`src/rtl/fsr_pkg.sv`:
```
package fsr_pkg;

  typedef enum logic {
    SEL_STATUS = 1'b0,
    SEL_DATA   = 1'b1
  } path_e;

  function automatic logic rose(input logic cur, input logic prev);
    return cur & ~prev;
  endfunction

  function automatic logic fell(input logic cur, input logic prev);
    return ~cur & prev;
  endfunction

endpackage

```
`src/rtl/fsr_sync.sv`:
```
module fsr_sync #(
  parameter int W      = 8,
  parameter int STAGES = 2
) (
  input  logic         clk,
  input  logic         rst_n,
  input  logic [W-1:0] d,
  output logic [W-1:0] q
);
  logic [STAGES-1:0][W-1:0] pipe;

  always_ff @(posedge clk) begin
    if (!rst_n) begin
      pipe <= '0;
    end else begin
      pipe[0] <= d;
      for (int i = 1; i < STAGES; i++) pipe[i] <= pipe[i-1];
    end
  end

  assign q = pipe[STAGES-1];
endmodule

```
`src/rtl/fsr_status_latch.sv`:
```
module fsr_status_latch
  import fsr_pkg::*;
#(
  parameter int N = 16
) (
  input  logic         clk,
  input  logic         rst_n,
  input  logic         strobe_s,
  input  logic         path_s,
  input  logic         off_s,
  input  logic [N-1:0] fault_s,
  output logic         cap_evt,
  output logic         force_on,
  output logic         force_req,
  output logic [N-1:0] force_vec,
  output logic [N-1:0] status_q,
  output logic         blank_capture
);
  logic strobe_d;

  assign cap_evt   = rose(strobe_s, strobe_d) && (path_e'(path_s) == SEL_STATUS);
  assign force_req = cap_evt | force_on;
  assign force_vec = cap_evt ? fault_s : status_q;

  always_ff @(posedge clk) begin
    if (!rst_n) begin
      strobe_d      <= 1'b0;
      force_on      <= 1'b0;
      status_q      <= '0;
      blank_capture <= 1'b0;
    end else begin
      strobe_d      <= strobe_s;
      blank_capture <= cap_evt & off_s;
      if (cap_evt) begin
        status_q <= fault_s;
        force_on <= 1'b1;
      end else if (fell(strobe_s, strobe_d)) begin
        force_on <= 1'b0;
      end
    end
  end
endmodule

```
`src/rtl/fsr_shift_chain.sv`:
```
module fsr_shift_chain
  import fsr_pkg::*;
#(
  parameter int N = 16
) (
  input  logic         clk,
  input  logic         rst_n,
  input  logic         sclk_s,
  input  logic         sin_s,
  input  logic         force_req,
  input  logic [N-1:0] force_vec,
  output logic         shift_evt,
  output logic [N-1:0] sr
);
  logic sclk_d;

  function automatic logic [N-1:0] shift_next(input logic [N-1:0] v, input logic b);
    return {v[N-2:0], b};
  endfunction

  assign shift_evt = rose(sclk_s, sclk_d) && !force_req;

  always_ff @(posedge clk) begin
    if (!rst_n) begin
      sclk_d <= 1'b0;
      sr     <= '0;
    end else begin
      sclk_d <= sclk_s;
      if (force_req)      sr <= force_vec;
      else if (shift_evt) sr <= shift_next(sr, sin_s);
    end
  end
endmodule

```
`src/rtl/fault_status_readback.sv`:
```
module fault_status_readback #(
  parameter int N_CH        = 16,
  parameter int SYNC_STAGES = 2
) (
  input  logic            clk,
  input  logic            rst_n,
  input  logic            ser_clk,
  input  logic            ser_in,
  input  logic            load_strobe,
  input  logic            path_sel,
  input  logic            outputs_off,
  input  logic [N_CH-1:0] fault_live,
  output logic            ser_out,
  output logic            blank_capture
);
  localparam int CTRL_W = 5;
  localparam int SYNC_W = N_CH + CTRL_W;

  logic [SYNC_W-1:0] sync_q;
  logic              sclk_s, sin_s, strobe_s, path_s, off_s;
  logic [N_CH-1:0]   fault_s;

  // every input crosses the same synchronizer depth
  fsr_sync #(.W(SYNC_W), .STAGES(SYNC_STAGES)) u_sync (
    .clk (clk),
    .rst_n (rst_n),
    .d   ({ser_clk, ser_in, load_strobe, path_sel, outputs_off, fault_live}),
    .q   (sync_q)
  );
  assign {sclk_s, sin_s, strobe_s, path_s, off_s, fault_s} = sync_q;

  logic            cap_evt, force_on, force_req, shift_evt;
  logic [N_CH-1:0] force_vec, status_q, sr;

  fsr_status_latch #(.N(N_CH)) u_latch (
    .clk           (clk),
    .rst_n         (rst_n),
    .strobe_s      (strobe_s),
    .path_s        (path_s),
    .off_s         (off_s),
    .fault_s       (fault_s),
    .cap_evt       (cap_evt),
    .force_on      (force_on),
    .force_req     (force_req),
    .force_vec     (force_vec),
    .status_q      (status_q),
    .blank_capture (blank_capture)
  );

  fsr_shift_chain #(.N(N_CH)) u_chain (
    .clk       (clk),
    .rst_n     (rst_n),
    .sclk_s    (sclk_s),
    .sin_s     (sin_s),
    .force_req (force_req),
    .force_vec (force_vec),
    .shift_evt (shift_evt),
    .sr        (sr)
  );

  assign ser_out = sr[N_CH-1];
endmodule

```
`config.mk`:
```
export PLATFORM = sky130hd
export DESIGN_NAME = fault_status_readback
export DESIGN_NICKNAME = d
export VERILOG_FILES = /design/src/rtl/fsr_pkg.sv /design/src/rtl/fsr_sync.sv /design/src/rtl/fsr_status_latch.sv /design/src/rtl/fsr_shift_chain.sv /design/src/rtl/fault_status_readback.sv
export SDC_FILE = /design/constraint.sdc
export NUM_CORES = 1
export LEC_CHECK = 0
export BUFFER_PORTS_ARGS = -buffer_cell sky130_fd_sc_hd__buf_2
export CAP_MARGIN = 0
export CORE_AREA = 2 2 86 88
export CTS_CLUSTER_SIZE = 40
export DETAILED_ROUTE_END_ITERATION = 12
export DIE_AREA = 0 0 88 90
export GPL_ROUTABILITY_DRIVEN = 0
export HOLD_SLACK_MARGIN = 0.1
export MAX_ROUTING_LAYER = met4
export PLACE_DENSITY = 0.54
export REMOVE_ABC_BUFFERS = 1
export SYNTH_ARGS = -nofsm -noshare
export SYNTH_HDL_FRONTEND = slang
export SYNTH_SLANG_ARGS = --single-unit
```
`constraint.sdc`:
```
create_clock -name clk -period 1.5 [get_ports clk]
set_input_delay 0.3 -clock clk [delete_from_list [all_inputs] [get_ports clk]]
set_output_delay 0.3 -clock clk [all_outputs]
set_load 0.02 [all_outputs]
```
==> summary.txt, run 1 <==
Floorplan
  – Die width: 88 um
  – Die height: 90 um
  – Rows: 31
  – Boundary Pins: 25
  – Initial Utilization: 0.3907
  – Full die area: just under 8000 um^2
  – Core ar.: roughly 7000 um^2

Logic synthesis
  – Post-synthesis cell type count: 25
  – Synth Flop Type: dfxtp_1
  – Most frequent cell after synthesis: dfxtp_1
  – Mapped Cells: 265
  – Synth area leaders: dfxtp_1, and2_1, nand2_1
  – Synth top cells by count: dfxtp_1, and2_1, nand2_1, a21oi_1
  – Async S/R FF share, synth: 0
  – Synth Area per Inst: 10.35 um^2
  – Synth Warn #: 0
  – Share of the synthesized area in the top cell type: 0.5693
  – Post-Syn Area: roughly 2700 um^2
  – Seq/Total Area, Yosys: 0.5693
  – Area leader, netlist: dfxtp_1
  – Yosys reg bits: 78
  – Post-synth EDFFs: 0

Global route
  – GRT Overall Usage: 0.1272
  – GR Overflow Total: 0
  – Largest net degree at the start of global routing: 32
  – Antenna violations before repair: 0
  – Vias in the first global route: 1740
  – Global-route wire length before repair: 7624 um

Placement
  – Placed Area: 2988 um^2
  – Pre-CTS setup slack: 0.1728 ns
  – PortBufs: 24
  – Placed insts: 377
  – Detailed placer's ending HPWL: 2630 um

Route
  – Initial DRC count: 73
  – DR vias/cell: 4.539
  – Drt drc: 0
  – Routed WL per cell: between 10 and 15 um
  – Final WL: 4352 um
  – Total number of vias: 1784
  – Antenna viol nets, final: 0
  – Drt first pass iters: 4

Timing
  – Slew margin rel.: 0.7333
  – Setup TNS: 0 ns
  – RSZ-0062 raised after global routing: false
  – Worst-Margin Slew: between 0.3 and 0.4 ns
  – Final setup margin: about 0.15 ns
  – Final min period: between 1 and 1.5 ns
  – Fin Hold WS: 0.1545 ns
  – F_max: 0.7424 GHz
  – Max Slew Vio Count: 0
  – Final Setup Violations: 0
  – Clock Skew: 0.006706 ns
  – Final Cycle Share: 0.8979
  – Final hold vios: 0

Power and ir drop
  – Power after layout: 4.590 mW
  – Pleak: 1.243 nW
  – VDD IR-drop max: 622.5 uV
  – Power Dens Cells: ~1400 nW/um^2

Outcome
  – Status: completed

Critical path
  – Critical path origin: u_sync.q[20]
  – CP Cell Sequence: nor2b_4, buf_12, mux2_2, o32ai_1
  – Worst r2r src: u_sync.q[20]
  – Setup crit end kind: flop
  – Slowest CP cell: mux2_2
  – CP Launch Type: flop
  – Reg2Reg Setup Slack: ~0.15 ns
  – Data arrival, critical path: 1.60 ns
  – Worst Path Required: 1.75 ns
  – CP max stage delay: 0.34 ns
  – Worst r2r dst: u_chain.sr[1]
  – CP Capture Point: u_chain.sr[1]
  – Register-to-Register Path Depth: 4
  – Max FO, Critical Path: 18
  – Crit Path Class: flop to flop

Clock tree
  – Htree depth: 3
  – Gates resized, CTS repair: 0
  – CTS sink cnt: a little under 80
  – Clk_lat worst skew: 0.34 ns
  – Maximum clock path buffer count: 2
  – Cts hold-fix bufs: 0
  – CTS tree: built
  – TritonCTS buffer count: 9
  – Clock-pin slew on the worst setup and hold paths: 0.08 ns
  – CTS root buf: clkbuf_8
  – Setup Buffers After CTS: 0

Min path
  – Hold Startpoint: fault_live[11]
  – Worst hold path type: primary input to flop

Layout
  – Post-Layout Cell Count: 393
  – Ant diodes: 0
  – Final Util: 0.4655
  – Fraction of layout cells with a size suffix above 1: 0.2449
  – Layout Cell Area excl Fill: 3268 um^2
  – Final nets: about 310
  – Area growth from synthesis to final layout: 19.16%

Flow run
  – Max-capacitance violation count: 0
## how the worst min path moves through the flow
stage                                 end  slack, ns  cells past startpoint
after floorplan               u_sync.q[3]       0.41                      1
after global placement        u_sync.q[5]       0.41                      1
after detailed placement      u_sync.q[3]       0.42                      1
after CTS                 u_sync.pipe[11]       0.13                      2
after global routing       u_sync.pipe[9]       0.14                      2
final                     u_sync.pipe[11]       0.15                      2
## where the power goes
group	internal [mW]	total, mW	leakage (nW)	switching [mW]
combinational	0.164	0.314	0.464	0.150
sequential	2.16	2.18	0.640	0.0237
clock	1.37	2.09	0.140	0.726
total	3.69	4.59	1.24	0.900
## flip-flops by register name, indices dropped and copies added (netlist names)
register / count
u_sync.pipe: 21
u_sync.q: 21
u_chain.sr: 16
u_latch.status_q: 16
u_chain.sclk_d: 1
u_latch.blank_capture: 1
u_latch.force_on: 1
u_latch.strobe_d: 1
## cell type report
| type | instances | area (um^2) |
|---|---|---|
| Inverter | 3 | 11.26 |
| Fill cell | 675 | 3752 |
| Clock buffer | 11 | 151.4 |
| Multi-Input combinational cell | 165 | 1074 |
| Clock inverter | 5 | 128.9 |
| Sequential cell | 78 | 1562 |
| Tap cell | 99 | 123.9 |
| Timing Repair Buffer | 32 | 217.7 |
## critical path, delay by kind of cell, from the launching register on
family / cells / cell delay (ns)
flip-flops: 1 / 0.33
buffers and inverters: 1 / 0.17
AND/OR/NAND/NOR: 1 / 0.16
multiplexers: 1 / 0.34
AO/OA/AOI/OAI: 1 / 0.25
## cells by family (layout without fill, tap and decap cells)
family	count (synthesis)	in the layout	synth area share
mux	14	14	0.06570
simple gates	103	103	0.1975
buf+inv	22	51	0.04151
flops	78	78	0.5693
compound gates	48	48	0.1259
## layout by cell type, fill, tap and decap left out, types with 2 or more instances in the layout
cell / Yosys / final
bufinv_16: 0 / 4
clkbuf_8: 0 / 11
and2_1: 43 / 43
nand2b_1: 2 / 2
nand2_1: 32 / 32
buf_4: 0 / 5
and2_2: 2 / 2
nand3_1: 2 / 2
o21ai_0: 15 / 15
mux2_2: 8 / 8
nor3_1: 2 / 2
buf_12: 1 / 3
o32ai_2: 6 / 6
nor2_1: 15 / 15
inv_1: 3 / 3
o32ai_1: 10 / 10
dfxtp_1: 78 / 78
buf_2: 6 / 24
a21oi_1: 17 / 17
mux2_4: 6 / 6
## per-layer routing
layer  vias up  routed length [um]  track usage
li1        935                   -            -
met1       817                2116       0.1493
met2        21                1970       0.1938
met3        11                 129      0.02847
met4         0                 136      0.08077
met5         -                   0            -
Note: power is estimated with default switching activity, not from simulation.
==> run 2, diff against run 1 <==
--- a/config.mk
+++ b/config.mk
@@ -14,7 +14,7 @@
 export GPL_ROUTABILITY_DRIVEN = 0
 export HOLD_SLACK_MARGIN = 0.1
 export MAX_ROUTING_LAYER = met4
-export PLACE_DENSITY = 0.54
+export PLACE_DENSITY = 0.56
 export REMOVE_ABC_BUFFERS = 1
 export SYNTH_ARGS = -nofsm -noshare
 export SYNTH_HDL_FRONTEND = slang
==> constraint.sdc (replaced) <==
create_clock -name clk -period 1.1 [get_ports clk]
set_input_delay 0.22 -clock clk [delete_from_list [all_inputs] [get_ports clk]]
set_output_delay 0.22 -clock clk [all_outputs]
set_load 0.02 [all_outputs]
==> run 2 against run 1 <==
Effect of this change:
- the flow now finishes with violations (setup timing)
- register-to-register slack worse by 0.38 ns
- maximum frequency is 1.8% higher
- hold slack got worse by 0.043 ns
==> summary.txt, run 2 (synthesis results as in run 1) <==
Min path
  – Worst hold path type: primary input to flop

Layout
  – Final Util: 0.5776 (+0.1121)
  – Final nets: 351 (+13%)
  – Fraction of layout cells with a size suffix above 1: 0.4608 (+0.2159)
  – Area growth from synthesis to final layout: 47.86%
  – Most frequent cells in the layout: dfxtp_1, and2_1, buf_2, nand2_4, dlygate4sd3_1
  – Ant diodes: 0 (unchanged)
  – Fill count: 566 (-16%)
  – Most common cell after layout, fill and taps aside: dfxtp_1

Global route
  – Global-route wire length before repair: 9860 um (+29%)
  – Largest net degree at the start of global routing: 34 (+6.3%)
  – GRT Overall Usage: 0.1656 (+0.03836)
  – Antenna violations before repair: 0 (unchanged)
  – Vias in the first global route: 2074 (+19%)
  – GR Overflow Total: 0 (unchanged)

Timing
  – Slew margin rel.: 0.8090 (+0.07578)
  – Final setup margin: -0.2230 ns (-0.3761 ns)
  – Clock Skew: 0.009591 ns (+0.002885 ns)
  – Final Cycle Share: 1.203 (+0.3048)
  – Worst-Margin Slew: 0.2861 ns (-0.1135 ns)
  – Final hold vios: 0 (unchanged)
  – Final min period: 1.323 ns (-0.02393 ns)
  – Max Slew Vio Count: 0 (unchanged)
  – F_max: 0.7559 GHz (+1.8%)
  – Final Setup Violations: 33 (+33)
  – RSZ-0062 raised after global routing: true

Floorplan
  – Boundary Pins: 25 (unchanged)
  – Rows: 31 (unchanged)
  – Core ar.: 7020 um^2 (unchanged)
  – Die width: 88 um (unchanged)
  – Initial Utilization: 0.3907 (unchanged)
  – Full die area: 7920 um^2 (unchanged)
  – Die height: 90 um (unchanged)

Critical path
  – Slowest CP cell: dfxtp_2
  – Data arrival, critical path: 1.58 ns (-0.02 ns)
  – Max FO, Critical Path: 6 (-12)
  – CP Launch Type: flop
  – Crit Path Class: flop to flop
  – Most Frequent Cell on Critical Path: buf_6
  – Worst Path Required: 1.36 ns (-0.39 ns)
  – CP Cell Sequence: nor2b_4, buf_6, buf_8, buf_4, buf_6, and2_4, o32ai_2
  – Setup crit end kind: flop
  – CP max stage delay: 0.32 ns (-0.02 ns)

Clock tree
  – CTS root buf: clkbuf_8
  – Clk_lat worst skew: 0.35 ns (about the same)
  – CTS sink cnt: 78 (unchanged)
  – CTS tree: built
  – Htree depth: 3 (unchanged)
  – Maximum clock path buffer count: 2 (unchanged)
  – TritonCTS buffer count: 9 (unchanged)
  – Clock-pin slew on the worst setup and hold paths: 0.07 ns (about the same)

Outcome
  – Status: complete, but fails checks
  – Failing checks: setup timing

Power and ir drop
  – Pleak: 1.709 nW (+37%)
  – Power Dens Cells: 1496 nW/um^2 (+6.5%)
  – VDD IR-drop max: 883.6 uV (+42%)

Placement
  – Detailed placer's ending HPWL: 2810 um (+6.8%)
  – PortBufs: 24 (unchanged)
  – Pre-CTS setup slack: -0.1971 ns (-0.3698 ns)

Route
  – Drt first pass iters: 4 (unchanged)
  – DR vias/cell: 4.599 (+1.3%)
  – Routed WL per cell: 13.25 um (+20%)
  – Total number of vias: 1982 (+11%)
  – Initial DRC count: 87 (+19%)
  – Final WL: 5709 um (+31%)
  – Drt drc: 0 (unchanged)
  – Antenna viol nets, final: 0 (unchanged)

Flow run
  – Max-capacitance violation count: 0 (unchanged)
[run 2: cell count changes in the layout (fill, tap and decap cells not counted), moves of 8 or more]
cell / delta
mux2_4: +8
o32ai_1: -10
o32ai_2: +10
nand2_1: -27
mux2_2: -8
buf_6: +11
a21oi_2: +15
nand2_4: +21
a21oi_1: -16
dlygate4sd3_1: +20
[run 2: path summary, 6_finish.rpt]
check | start | cells after the start | slack, ns | to
max | u_sync.q[20] | 7 | -0.22 | u_chain.sr[15]
min | ser_clk | 2 | 0.11 | u_sync.pipe[20]
min reg2reg | u_sync.pipe[11] | 1 | 0.43 | u_sync.q[11]
max reg2reg | u_sync.q[20] | 7 | -0.22 | u_chain.sr[15]
[run 2: per-layer routing]
metal	part of all wire	vias up	track usage
li1	-	1013	-
met1	0.48	934	0.2063
met2	0.48	26	0.2582
met3	0.031	9	0.04408
met4	0.016	0	0.05641
met5	0	-	-
[run 2: final cells by class]
class / count / area (um^2) / area share
Inverter: 3 / 15.01 / 0.003703
Sequential cell: 78 / 1569 / 0.3869
Timing Repair inverter: 1 / 7.507 / 0.001851
Tap cell: 99 / 123.9 / 0.03055
Clock buffer: 12 / 155.1 / 0.03826
Multi-Input combinational cell: 165 / 1438 / 0.3545
Clock inverter: 3 / 67.56 / 0.01666
Timing Repair Buffer: 70 / 679.4 / 0.1675
[run 2: where the power goes]
group / internal [mW] / switching [mW] / total, mW / leakage [nW]
sequential: 2.95 / 0.0478 / 2.99 / 0.642
clock: 1.39 / 0.986 / 2.38 / 0.109
combinational: 0.391 / 0.303 / 0.694 / 0.958
total: 4.73 / 1.34 / 6.06 / 1.71
[run 2: worst max-delay path: cells and delay by family (launching register included)]
| kind | cells | cell delay [ns] |
|---|---|---|
| buffers and inverters | 4 | 0.49 |
| DFF | 1 | 0.32 |
| and+or+nand+nor | 2 | 0.24 |
| AOI/OAI and AO/OA | 1 | 0.18 |
[run 2: per-stage QoR]
step | power (mW) | std cells | hold WS, ns | setup TNS [ns] | cell area (um^2)
final | 6.065 | 431 | 0.1117 | -4.532 | 4055
after global routing | 6.316 | 431 | 0.1125 | -6.293 | 4055
after CTS | 6.121 | 433 | 0.1019 | -4.270 | 4030
after detailed placement | 3.491 | 383 | 0.4183 | -3.517 | 3033
after global placement | 3.483 | 383 | 0.4127 | -3.135 | 3033
after floorplan | 3.318 | 246 | 0.3417 | -23.22 | 2640
[run 2: what timing repair did]
action | in CTS | in global routing
pin swaps | 46 | 19
resized for setup | 96 | 30
setup buffers | 8 | 2
hold buffers | 20 | 0
endpoints found under the setup margin | 32 | 35
endpoints found under the hold margin | 20 | 0
cloned | 7 | 0
==> run 3, diff against run 2 <==
--- a/config.mk
+++ b/config.mk
@@ -5,16 +5,15 @@
 export SDC_FILE = /design/constraint.sdc
 export NUM_CORES = 1
 export LEC_CHECK = 0
-export BUFFER_PORTS_ARGS = -buffer_cell sky130_fd_sc_hd__buf_2
 export CAP_MARGIN = 0
-export CORE_AREA = 2 2 86 88
+export CORE_AREA = 2 2 84 86
 export CTS_CLUSTER_SIZE = 40
 export DETAILED_ROUTE_END_ITERATION = 12
-export DIE_AREA = 0 0 88 90
+export DIE_AREA = 0 0 86 88
+export DONT_BUFFER_PORTS = 1
 export GPL_ROUTABILITY_DRIVEN = 0
 export HOLD_SLACK_MARGIN = 0.1
 export MAX_ROUTING_LAYER = met4
-export PLACE_DENSITY = 0.56
 export REMOVE_ABC_BUFFERS = 1
 export SYNTH_ARGS = -nofsm -noshare
 export SYNTH_HDL_FRONTEND = slang
==> run 3 against run 2 <==
Effect of this change:
- the flow still finishes with violations (setup timing)
- non-clock buffer count fell by 26
- clock power rose by 10%
- sequential cell count did not move
- combinational power fell by 4.8%
- clock skew fell by 0.0051 ns
- critical path type unchanged
- sequential share of layout area rose by 1.1 points
- design area fell by 2.6%
- utilization rose by 1.7 points
==> summary.txt, run 3 (synthesis results as in run 1) <==
Timing
  – Clock Skew: 0.004455 ns (-0.005136 ns)
  – Fin Hold WS: 0.2258 ns (+0.1142 ns)
  – F_max: 0.7462 GHz (-1.3%)
  – RSZ-0062 raised after global routing: true
  – Final Setup Violations: 34 (+3.0%)
  – Slew margin rel.: 0.8022 (-0.006860)
  – Max Slew Vio Count: 0 (unchanged)
  – Final setup margin: -0.2401 ns (-0.01715 ns)
  – Final hold vios: 0 (unchanged)
  – Final Cycle Share: 1.218 (+0.01559)
  – Final min period: 1.340 ns (+0.01715 ns)
  – Worst-Margin Slew: 0.2958 ns (+0.009622 ns)

Min path
  – Worst hold path type: primary input to flop

Layout
  – Fraction of layout cells with a size suffix above 1: 0.4085 (-0.05235)
  – Area occupied by multi-input gates: 1431 um^2 (-0.44%)
  – Most common cell after layout, fill and taps aside: dfxtp_1
  – Most frequent cells in the layout: dfxtp_1, and2_1, dlygate4sd3_1, nand2_4
  – Final nets: 324 (-7.7%)
  – Fill count: 530 (-6.4%)
  – Ant diodes: 0 (unchanged)
  – Area growth from synthesis to final layout: 43.98%
  – Flip-flop and latch area: 1570 um^2 (about the same)

Global route
  – Largest net degree at the start of global routing: 47 (+38%)
  – GRT Overall Usage: 0.1640 (-0.001536)
  – Global-route wire length before repair: 9004 um (-8.7%)
  – GR Overflow Total: 0 (unchanged)
  – Antenna violations before repair: 0 (unchanged)
  – Vias in the first global route: 1811 (-13%)

Placement
  – Pre-CTS setup slack: -0.2184 ns (-0.02138 ns)
  – PortBufs: 0 (-100%)
  – Detailed placer's ending HPWL: 2493 um (-11%)

Clock tree
  – TritonCTS buffer count: 9 (unchanged)
  – Maximum clock path buffer count: 2 (unchanged)
  – CTS root buf: clkbuf_8
  – Htree depth: 3 (unchanged)
  – CTS sink cnt: 78 (unchanged)
  – Clk_lat worst skew: 0.34 ns (about the same)
  – Clock-pin slew on the worst setup and hold paths: 0.07 ns (about the same)
  – CTS tree: built

Critical path
  – Reg2Reg Setup Slack: -0.24 ns (-0.02 ns)
  – Data arrival, critical path: 1.60 ns (+0.02 ns)
  – CP Launch Type: flop
  – Max FO, Critical Path: 5 (-1)
  – Crit Path Class: flop to flop
  – Worst Path Required: 1.36 ns (about the same)
  – Setup crit end kind: flop

Route
  – Drt drc: 0 (unchanged)
  – Antenna viol nets, final: 0 (unchanged)
  – Initial DRC count: 63 (-28%)
  – Final WL: 5799 um (+1.6%)
  – Drt first pass iters: 4 (unchanged)
  – Routed WL per cell: 15.02 um (+13%)
  – Total number of vias: 1928 (-2.7%)
  – DR vias/cell: 4.995 (+8.6%)

Floorplan
  – Initial Utilization: 0.4128 (+0.02214)
  – Full die area: 7568 um^2 (-4.4%)
  – Rows: 30 (-3.2%)
  – Die width: 86 um (-2.3%)
  – Die height: 88 um (-2.2%)
  – Core ar.: 6644 um^2 (-5.4%)
  – Boundary Pins: 25 (unchanged)

Power and ir drop
  – VDD IR-drop max: 1020 uV (+15%)
  – Pleak: 1.567 nW (-8.3%)
  – Power Dens Cells: 1588 nW/um^2 (+6.2%)

Outcome
  – Failing checks: setup timing
  – Status: complete, but fails checks

Flow run
  – Max-capacitance violation count: 0 (unchanged)
[run 3: changes by cell type in the layout (fill, tap and decap cells not counted), moves of 2 or more]
cell / delta
o21ai_1: +8
nand2_2: +3
buf_2: -23
nand2_1: -3
o21ai_0: -8
buf_16: +2
dlygate4sd3_1: +2
buf_6: -7
clkinvlp_4: -2
dfxtp_2: -2
clkbuf_16: +2
[run 3: final cells by class]
type,count,share of cell area
Timing Repair Buffer,44,0.1477
Tap cell,80,0.02535
Multi-Input combinational cell,165,0.3625
Clock inverter,3,0.02281
Clock buffer,13,0.04024
Inverter,3,0.003802
Sequential cell,78,0.3977
[run 3: path summary, 6_finish.rpt]
| kind | start | endpoint | depth (start not counted) |
|---|---|---|---|
| max | u_sync.q[20] | u_chain.sr[5] | 4 |
| min | rst_n | u_sync.pipe[9] | 2 |
| max reg2reg | u_sync.q[20] | u_chain.sr[5] | 4 |
| min reg2reg | u_sync.pipe[9] | u_sync.q[9] | 1 |
[run 3: per-layer routing]
metal  share of wire  track usage
met3           0.031      0.03487
met2            0.51       0.2713
met1            0.43       0.1901
met4           0.021      0.07792
met5               0            -
[run 3: worst max-delay path, cell delays in order (launching register included)]
cell and delay, ns:
dfxtp_2 0.33, nor2b_4 0.21, clkbuf_16 0.18, mux2_4 0.30, o32ai_2 0.24
[run 3: power breakdown]
group	switching [mW]	internal, mW	leakage (nW)
Clock	0.986	1.63	0.124
Sequential	0.0465	2.94	0.642
Combinational	0.290	0.371	0.801
[run 3: what timing repair did]
item | in CTS | in global routing
setup buffers | 3 | 3
gates cloned | 5 | 1
endpoints found under the hold margin | 61 | 8
endpoints found under the setup margin | 33 | 42
pin swaps | 33 | 27
gates resized for setup | 58 | 61
hold buffers | 30 | 1
[run 3: through the flow]
step | area, um^2 | cells | total power [mW] | utilization | setup TNS, ns
finish | 3949 | 386 | 6.272 | 0.5944 | -5.401
global route | 3949 | 386 | 6.506 | 0.5944 | -6.792
CTS | 3811 | 390 | 6.262 | 0.5736 | -5.014
detailed placement | 2879 | 337 | 3.430 | 0.4333 | -3.983
global placement | 2879 | 337 | 3.420 | 0.4333 | -3.393
floorplan | 2640 | 246 | 3.318 | - | -23.22
